==> config.mk <==
export PLATFORM = sky130hd
export DESIGN_NAME = tcmp_unit
export DESIGN_NICKNAME = d
export VERILOG_FILES = /design/src/rtl/tcmp_pkg.sv /design/src/rtl/tcmp_addr_dec.sv /design/src/rtl/tcmp_channel.sv /design/src/rtl/tcmp_unit.sv
export SDC_FILE = /design/constraint.sdc
export NUM_CORES = 1
export LEC_CHECK = 0
export BUFFER_PORTS_ARGS = -buffer_cell sky130_fd_sc_hd__buf_4
export CORE_UTILIZATION = 50
export CTS_BUF_LIST = sky130_fd_sc_hd__clkbuf_4 sky130_fd_sc_hd__clkbuf_8
export DETAILED_ROUTE_END_ITERATION = 7
export PLACE_DENSITY = 0.68
export SYNTH_ARGS = -nofsm -noshare
export SYNTH_HDL_FRONTEND = slang
export SYNTH_HIERARCHICAL = 1
export SYNTH_SLANG_ARGS = --single-unit
export TNS_END_PERCENT = 5
==> constraint.sdc <==
create_clock -name clk -period 2.3 [get_ports clk]
set_input_delay 0.345 -clock clk [delete_from_list [all_inputs] [get_ports clk]]
set_output_delay 0.345 -clock clk [all_outputs]
set_load 0.05 [all_outputs]
==> src/rtl/tcmp_pkg.sv <==
package tcmp_pkg;

    localparam int REG_W    = 32;
    localparam int FLAG_POS = 7;
    localparam int IE_POS   = 6;
    localparam int MODE_POS = 2;
    localparam int MODE_W   = 4;

    localparam logic [MODE_W-1:0] MODE_OFF    = 4'h0;
    localparam logic [MODE_W-1:0] MODE_TOGGLE = 4'h5;
    localparam logic [MODE_W-1:0] MODE_PULSE  = 4'hF;

    typedef struct packed {
        logic              flag;
        logic              ie;
        logic [MODE_W-1:0] mode;
    } ctl_t;

    // True for the two mode codes that generate events
    function automatic logic mode_live(input logic [MODE_W-1:0] m);
        return (m == MODE_TOGGLE) || (m == MODE_PULSE);
    endfunction

    // Build the readable control word; request-enable and spare bits are zero
    function automatic logic [REG_W-1:0] ctl_word(input ctl_t c);
        logic [REG_W-1:0] w;
        w = '0;
        w[FLAG_POS]              = c.flag;
        w[IE_POS]                = c.ie;
        w[MODE_POS +: MODE_W]    = c.mode;
        return w;
    endfunction

endpackage

==> src/rtl/tcmp_addr_dec.sv <==
module tcmp_addr_dec #(
    parameter  int NCH  = 4,
    localparam int CH_W = $clog2(NCH)
) (
    input  logic              wr_en,
    input  logic [CH_W+2:2]   addr,
    output logic [NCH-1:0]    wr_ctrl,
    output logic [NCH-1:0]    wr_cmp,
    output logic [CH_W-1:0]   ch_idx,
    output logic              cmp_sel
);

    assign ch_idx  = addr[CH_W+2:3];
    assign cmp_sel = addr[2];

    for (genvar g = 0; g < NCH; g++) begin : g_sel
        assign wr_ctrl[g] = wr_en && !cmp_sel && (ch_idx == CH_W'(g));
        assign wr_cmp[g]  = wr_en &&  cmp_sel && (ch_idx == CH_W'(g));
    end

endmodule

==> src/rtl/tcmp_channel.sv <==
module tcmp_channel
    import tcmp_pkg::*;
#(
    parameter int CW = 31
) (
    input  logic             clk,
    input  logic             rst,
    input  logic [CW-1:0]    cnt,
    input  logic             cnt_moved,
    input  logic             wr_ctrl,
    input  logic             wr_cmp,
    input  logic [CW-1:0]    wdata,
    output logic [REG_W-1:0] ctrl_rd,
    output logic [REG_W-1:0] cmp_rd,
    output logic             pin,
    output logic             irq_req
);

    ctl_t             ctl;
    logic [CW-1:0]    act;
    logic [CW-1:0]    pre;
    logic             pre_vld;
    logic             pin_q;
    logic             hit;
    logic [MODE_W-1:0] wmode;

    assign wmode = wdata[MODE_POS +: MODE_W];
    assign hit   = mode_live(ctl.mode) && cnt_moved && (cnt == act);

    always_ff @(posedge clk) begin
        if (rst) begin
            ctl     <= '0;
            act     <= '0;
            pre     <= '0;
            pre_vld <= 1'b0;
            pin_q   <= 1'b0;
        end else begin
            // event handling: promote standby, drive pin
            if (hit) begin
                if (pre_vld) begin
                    act     <= pre;
                    pre_vld <= 1'b0;
                end
                if (ctl.mode == MODE_TOGGLE) pin_q <= ~pin_q;
                else                         pin_q <= 1'b1;
            end else if (ctl.mode != MODE_TOGGLE) begin
                pin_q <= 1'b0;
            end

            // flag: event wins over a same-cycle clear
            if (hit)                               ctl.flag <= 1'b1;
            else if (wr_ctrl && wdata[FLAG_POS])   ctl.flag <= 1'b0;

            if (wr_ctrl) begin
                ctl.ie   <= wdata[IE_POS];
                ctl.mode <= wmode;
                if (wmode == MODE_OFF) begin
                    pin_q   <= 1'b0;
                    pre_vld <= 1'b0;
                end
            end

            if (wr_cmp) begin
                if (ctl.mode == MODE_OFF) begin
                    act <= wdata;
                end else begin
                    pre     <= wdata;
                    pre_vld <= 1'b1;
                end
            end
        end
    end

    assign ctrl_rd = ctl_word(ctl);
    assign cmp_rd  = REG_W'(act);
    assign pin     = pin_q;
    assign irq_req = ctl.flag && ctl.ie;

    AST_FLAG_ON_HIT: assert property (@(posedge clk) disable iff (rst)
        hit |=> ctl.flag);
    AST_FLAG_W1C: assert property (@(posedge clk) disable iff (rst)
        (wr_ctrl && wdata[FLAG_POS] && !hit) |=> !ctl.flag);
    AST_TOGGLE_FLIP: assert property (@(posedge clk) disable iff (rst)
        (hit && ctl.mode == MODE_TOGGLE && !wr_ctrl) |=> (pin_q != $past(pin_q)));
    AST_PULSE_SHORT: assert property (@(posedge clk) disable iff (rst)
        (pin_q && ctl.mode == MODE_PULSE && !hit && !wr_ctrl) |=> !pin_q);
    AST_PROMOTE: assert property (@(posedge clk) disable iff (rst)
        (hit && pre_vld) |=> (act == $past(pre)));
    AST_RETAIN: assert property (@(posedge clk) disable iff (rst)
        (hit && !pre_vld && !wr_cmp) |=> $stable(act));
    AST_DISABLE_QUIET: assert property (@(posedge clk) disable iff (rst)
        (wr_ctrl && wmode == MODE_OFF) |=> (!pin_q && !pre_vld));

endmodule

==> src/rtl/tcmp_unit.sv <==
module tcmp_unit
    import tcmp_pkg::*;
#(
    parameter  int NCH  = 4,
    parameter  int CW   = 31,
    localparam int CH_W = $clog2(NCH)
) (
    input  logic             clk,
    input  logic             rst,
    input  logic [CW-1:0]    cnt,
    input  logic             wr_en,
    input  logic [CH_W+2:2]  addr,
    input  logic [REG_W-1:0] wdata,
    output logic [REG_W-1:0] rdata,
    output logic [NCH-1:0]   pins,
    output logic             irq
);

    logic [CW-1:0]    cnt_q;
    logic             cnt_moved;
    logic [NCH-1:0]   wr_ctrl;
    logic [NCH-1:0]   wr_cmp;
    logic [CH_W-1:0]  ch_idx;
    logic             cmp_sel;
    logic [NCH-1:0]   irq_req;
    logic [REG_W-1:0] ctrl_rd [NCH];
    logic [REG_W-1:0] cmp_rd  [NCH];
    logic             unused_top;

    assign unused_top = ^wdata[REG_W-1:CW];

    always_ff @(posedge clk) begin
        if (rst) cnt_q <= '0;
        else     cnt_q <= cnt;
    end
    assign cnt_moved = (cnt != cnt_q);

    tcmp_addr_dec #(.NCH(NCH)) u_dec (
        .wr_en   (wr_en),
        .addr    (addr),
        .wr_ctrl (wr_ctrl),
        .wr_cmp  (wr_cmp),
        .ch_idx  (ch_idx),
        .cmp_sel (cmp_sel)
    );

    for (genvar g = 0; g < NCH; g++) begin : g_ch
        tcmp_channel #(.CW(CW)) u_ch (
            .clk       (clk),
            .rst       (rst),
            .cnt       (cnt),
            .cnt_moved (cnt_moved),
            .wr_ctrl   (wr_ctrl[g]),
            .wr_cmp    (wr_cmp[g]),
            .wdata     (wdata[CW-1:0]),
            .ctrl_rd   (ctrl_rd[g]),
            .cmp_rd    (cmp_rd[g]),
            .pin       (pins[g]),
            .irq_req   (irq_req[g])
        );
    end

    assign rdata = cmp_sel ? cmp_rd[ch_idx] : ctrl_rd[ch_idx];
    assign irq   = |irq_req;

    AST_ONE_STROBE: assert property (@(posedge clk) disable iff (rst)
        $onehot0({wr_ctrl, wr_cmp}));

endmodule

==> flow_metrics.py <==
metrics = {
    "synth": {
        "mean_instance_size_in_the_synthesized_netlist_sq_um": 9.12,
        "synth.cell_area_sq_um": 16600,
        "synth_area_leader_cell": "sky130_fd_sc_hd__dfxtp_1",
        "yosys.area.top_type_share_pct": 37.5,
        "post_synth_edffs": 0,
        "synth_top_cells_by_area": "sky130_fd_sc_hd__dfxtp_1, sky130_fd_sc_hd__nand2_1, sky130_fd_sc_hd__mux2i_1",
        "yosys.cell_count.top_type": "sky130_fd_sc_hd__nand2_1",
        "distinct_cell_type_count_of_the_synthesized_netlist": 41,
        "netlist_instances": 1820,
        "seq_area_frac_synth_pct": 37.5,
        "ys_ff_latch": 311,
        "synth_commonest_cells": "sky130_fd_sc_hd__nand2_1, sky130_fd_sc_hd__dfxtp_1, sky130_fd_sc_hd__mux2i_1, sky130_fd_sc_hd__a21oi_1, sky130_fd_sc_hd__buf_4",
        "yosys_most_used_dff": "sky130_fd_sc_hd__dfxtp_1",
        "number_of_warnings_issued_by_yosys": 6,
        "synthArstFlopShare_pct": 0,
    },
    "timing": {
        "layout_min_cycle_time_ps": 2560,
        "timing.final.ws_setup_ps": -262,
        "max_slew.worst_pin.slew_ps": 777,
        "clock.fmax_mhz": 390,
        "finalSetupTns_ps": -21720,
        "final_min_period_over_clock_period_pct": 111,
        "slew_margin_rel_pct": 47.8,
        "maximum_clock_skew_at_final_layout_ps": 23.1,
        "unrepaired_setup_endpoints_after_global_routing": "yes",
        "final-max-slew-violation-count": 0,
        "finalHoldViolations": 0,
        "finalSetupViolations": 143,
    },
    "cts": {
        "cts-buffers-inserted": 51,
        "root_buffer": "sky130_fd_sc_hd__clkbuf_8",
        "tritoncts": "done",
        "clock_transition_at_the_register_clock_pins_on_the_worst_setup_and_hold_paths_after_cts_ps": 70,
        "cts_htree_levels": 2,
        "insertion_delay_ps": 600,
        "clock-sinks": 311,
        "cts_buffer_depth": 3,
    },
    "run_status": {
        "violations_in_the_final_reports": "negative setup slack",
        "result_of_the_run": "complete, but fails checks",
    },
    "hold_path": {
        "hp-class": "in -> reg",
    },
    "worst_setup_path": {
        "crit_path_end_kind": "register",
        "crit_type": "reg -> reg",
        "crit_fanout": 6,
        "cpLargestDelayFamily": "simple AND/OR/NAND/NOR gates",
        "worst_path_max_delay_cell": "sky130_fd_sc_hd__dfxtp_2",
        "critical_path.n_buffers_inverters": 5,
        "worst_ep_arrival_time_ps": 3030,
        "path_cells": "xnor2_2 > buf_4 > nand4_1 > nor4_4 > nand4_1 > buf_4 > o21ai_4 > nor4_2 > nand4_1 > buf_12 > buf_12 > buf_12 > mux2i_1 > o21ai_1",
        "cp-start-kind": "register",
        "cp_slowest_stage_delay_ps": 330,
        "required_time_at_the_worst_slack_endpoint_ps": 2770,
    },
    "global_route": {
        "groute.usage.overall_pct": 34.0,
        "antenna_violations_before_repair": 0,
        "grt_overflow_total": 0,
        "grt_max_degree": 86,
        "first_global_vias": 13600,
        "grt_pass1_wl_microns": 84800,
    },
    "floorplan": {
        "die_height_microns": 184,
        "die-area_sq_um": 33900,
        "initial_util_pct": 50.9,
        "chipWidth_microns": 184,
        "design.portCount": 106,
        "std_cell_rows": 66,
        "core-area_sq_um": 32600,
    },
    "cells_and_area": {
        "ff_latch_area_sq_um": 6260,
        "layout-drive-gt1-share_pct": 24.5,
        "areaGrowthSynthToFinish_pct": 21.4,
        "n_fill_cell": 2692,
        "num-nets-final": 2096,
        "antenna-diode-count": 0,
        "multiInputGateArea_sq_um": 9500,
    },
    "power": {
        "power.static_leakage_nw": 8.36,
        "switching_power_w": 0.00330,
        "max-vdd-ir-drop_v": 0.000419,
        "clock_power_share_pct": 42.1,
        "seqPwrFrac_pct": 45.2,
        "p_int_w": 0.00903,
        "swShare_pct": 26.8,
        "combinational_power_share_pct": 12.8,
        "total_power_w": 0.0123,
        "powerDensity_nw_per_um2": 612,
    },
    "routing": {
        "drt.antenna.violating_nets": 0,
        "remaining_drc_errors": 0,
        "detail_route.iter0.violations": 1667,
        "dr.pass1.iters": 5,
        "detailroute.via_count": 14300,
        "detail_route.vias_per_cell": 5.71,
        "routed_wirelength_microns": 57400,
        "post_drt_wl_per_cell_microns": 22.9,
    },
    "placement": {
        "numPortBuffers": 103,
        "gpl.final_weighted_congestion": 0.963,
        "dp_hpwl_microns": 38900,
    },
    "flow_run": {
        "drv_cap": 0,
    },
}
[final timing paths]
kind                                to  cells past startpoint                 start  slack [ps]
setup / recovery  g_ch[2].u_ch/act[18]                     14              cnt_q[5]        -260
hold / removal    g_ch[0].u_ch/act[27]                      3             wdata[27]          20
setup reg to reg  g_ch[2].u_ch/act[18]                     14              cnt_q[5]        -260
hold reg to reg   g_ch[1].u_ch/pre[12]                      2  g_ch[1].u_ch/pre[12]         450
[logic make-up after synthesis]
kind of cell / share of synthesized area, %
muxes: 20.4
and+or+nand+nor: 17.6
buffers and inverters: 8.39
other: 0.0904
AOI/OAI and AO/OA: 10.1
xor gates and xnor gates: 5.86
DFF: 37.5
[stage by stage]
step                      utilization [%]  area (sq um)  worst slack, ps  hold slack, ps  std cells
final                                61.8         20200             -262            18.0       2509
after CTS                            61.5         20100             -215          0.0844       2508
after global placement               56.3         18400             -584             441       2393
after global routing                 61.8         20200             -388            16.7       2509
after detailed placement             56.3         18400             -683             446       2393
after floorplan                         -         17000              296             417       1924
[cells in the final DEF (no fill, tap or decap), types with 42 or more instances in the layout]
cell type and instances:
sky130_fd_sc_hd__nand2_1 396, sky130_fd_sc_hd__dfxtp_1 284, sky130_fd_sc_hd__buf_4 198, sky130_fd_sc_hd__mux2i_1 144, sky130_fd_sc_hd__a21oi_1 132, sky130_fd_sc_hd__conb_1 108, sky130_fd_sc_hd__xnor2_1 83, sky130_fd_sc_hd__o21ai_1 72
sky130_fd_sc_hd__clkbuf_8 67, sky130_fd_sc_hd__o21ai_0 67, sky130_fd_sc_hd__nor2b_1 59, sky130_fd_sc_hd__mux4_2 42
[sequential cells by signal, indices dropped and copies added, names as in the netlist]
signal and cells:
g_ch.u_ch/act 124, g_ch.u_ch/pre 124, cnt_q 31, g_ch.u_ch/ctrl_rd 24, g_ch.u_ch/pin 4, g_ch.u_ch/pre_vld 4
[worst reg2reg max path, stage by stage (launching register included)]
cell and delay (ps):
sky130_fd_sc_hd__dfxtp_2 330, sky130_fd_sc_hd__xnor2_2 110, sky130_fd_sc_hd__buf_4 160, sky130_fd_sc_hd__nand4_1 230
sky130_fd_sc_hd__nor4_4 280, sky130_fd_sc_hd__nand4_1 200, sky130_fd_sc_hd__buf_4 200, sky130_fd_sc_hd__o21ai_4 50
sky130_fd_sc_hd__nor4_2 60, sky130_fd_sc_hd__nand4_1 130, sky130_fd_sc_hd__buf_12 130, sky130_fd_sc_hd__buf_12 130
sky130_fd_sc_hd__buf_12 160, sky130_fd_sc_hd__mux2i_1 200, sky130_fd_sc_hd__o21ai_1 70
[area by class of cell]
class                           count  area share (%)
Clock buffer                       84            5.21
Multi-Input combinational cell   1373            47.1
Timing Repair Buffer              262            13.0
Tap cell                          442            2.74
Sequential cell                   311            31.1
Inverter                           28           0.522
Clock inverter                      9           0.292
[power by group through the flow]
stage	clock network, W	logic [W]	registers (W)
floorplan	0	0.000955	0.00565
global placement	0	0.00147	0.00568
detailed placement	0	0.00148	0.00568
CTS	0.00522	0.00154	0.00557
global route	0.00549	0.00166	0.00557
finish	0.00519	0.00158	0.00557
[per-layer routing]
| layer | vias to the layer above | wire, microns | GRT usage (%) |
|---|---|---|---|
| li1 | 6503 | - | - |
| met1 | 6867 | 23400 | 45.5 |
| met5 | - | 0 | 0 |
| met2 | 791 | 25400 | 52.7 |
| met4 | 0 | 2860 | 15.9 |
| met3 | 176 | 5700 | 6.46 |
[repair_timing]
action	4_1_cts	5_1_grt
gates resized for setup	101	29
setup endpoints to repair	161	158
hold buffers	1	0
buffers inserted	12	0
hold endpoints to repair	1	0
cloned	10	1
pin swaps	19	6
(Power assumes the default switching activity.)
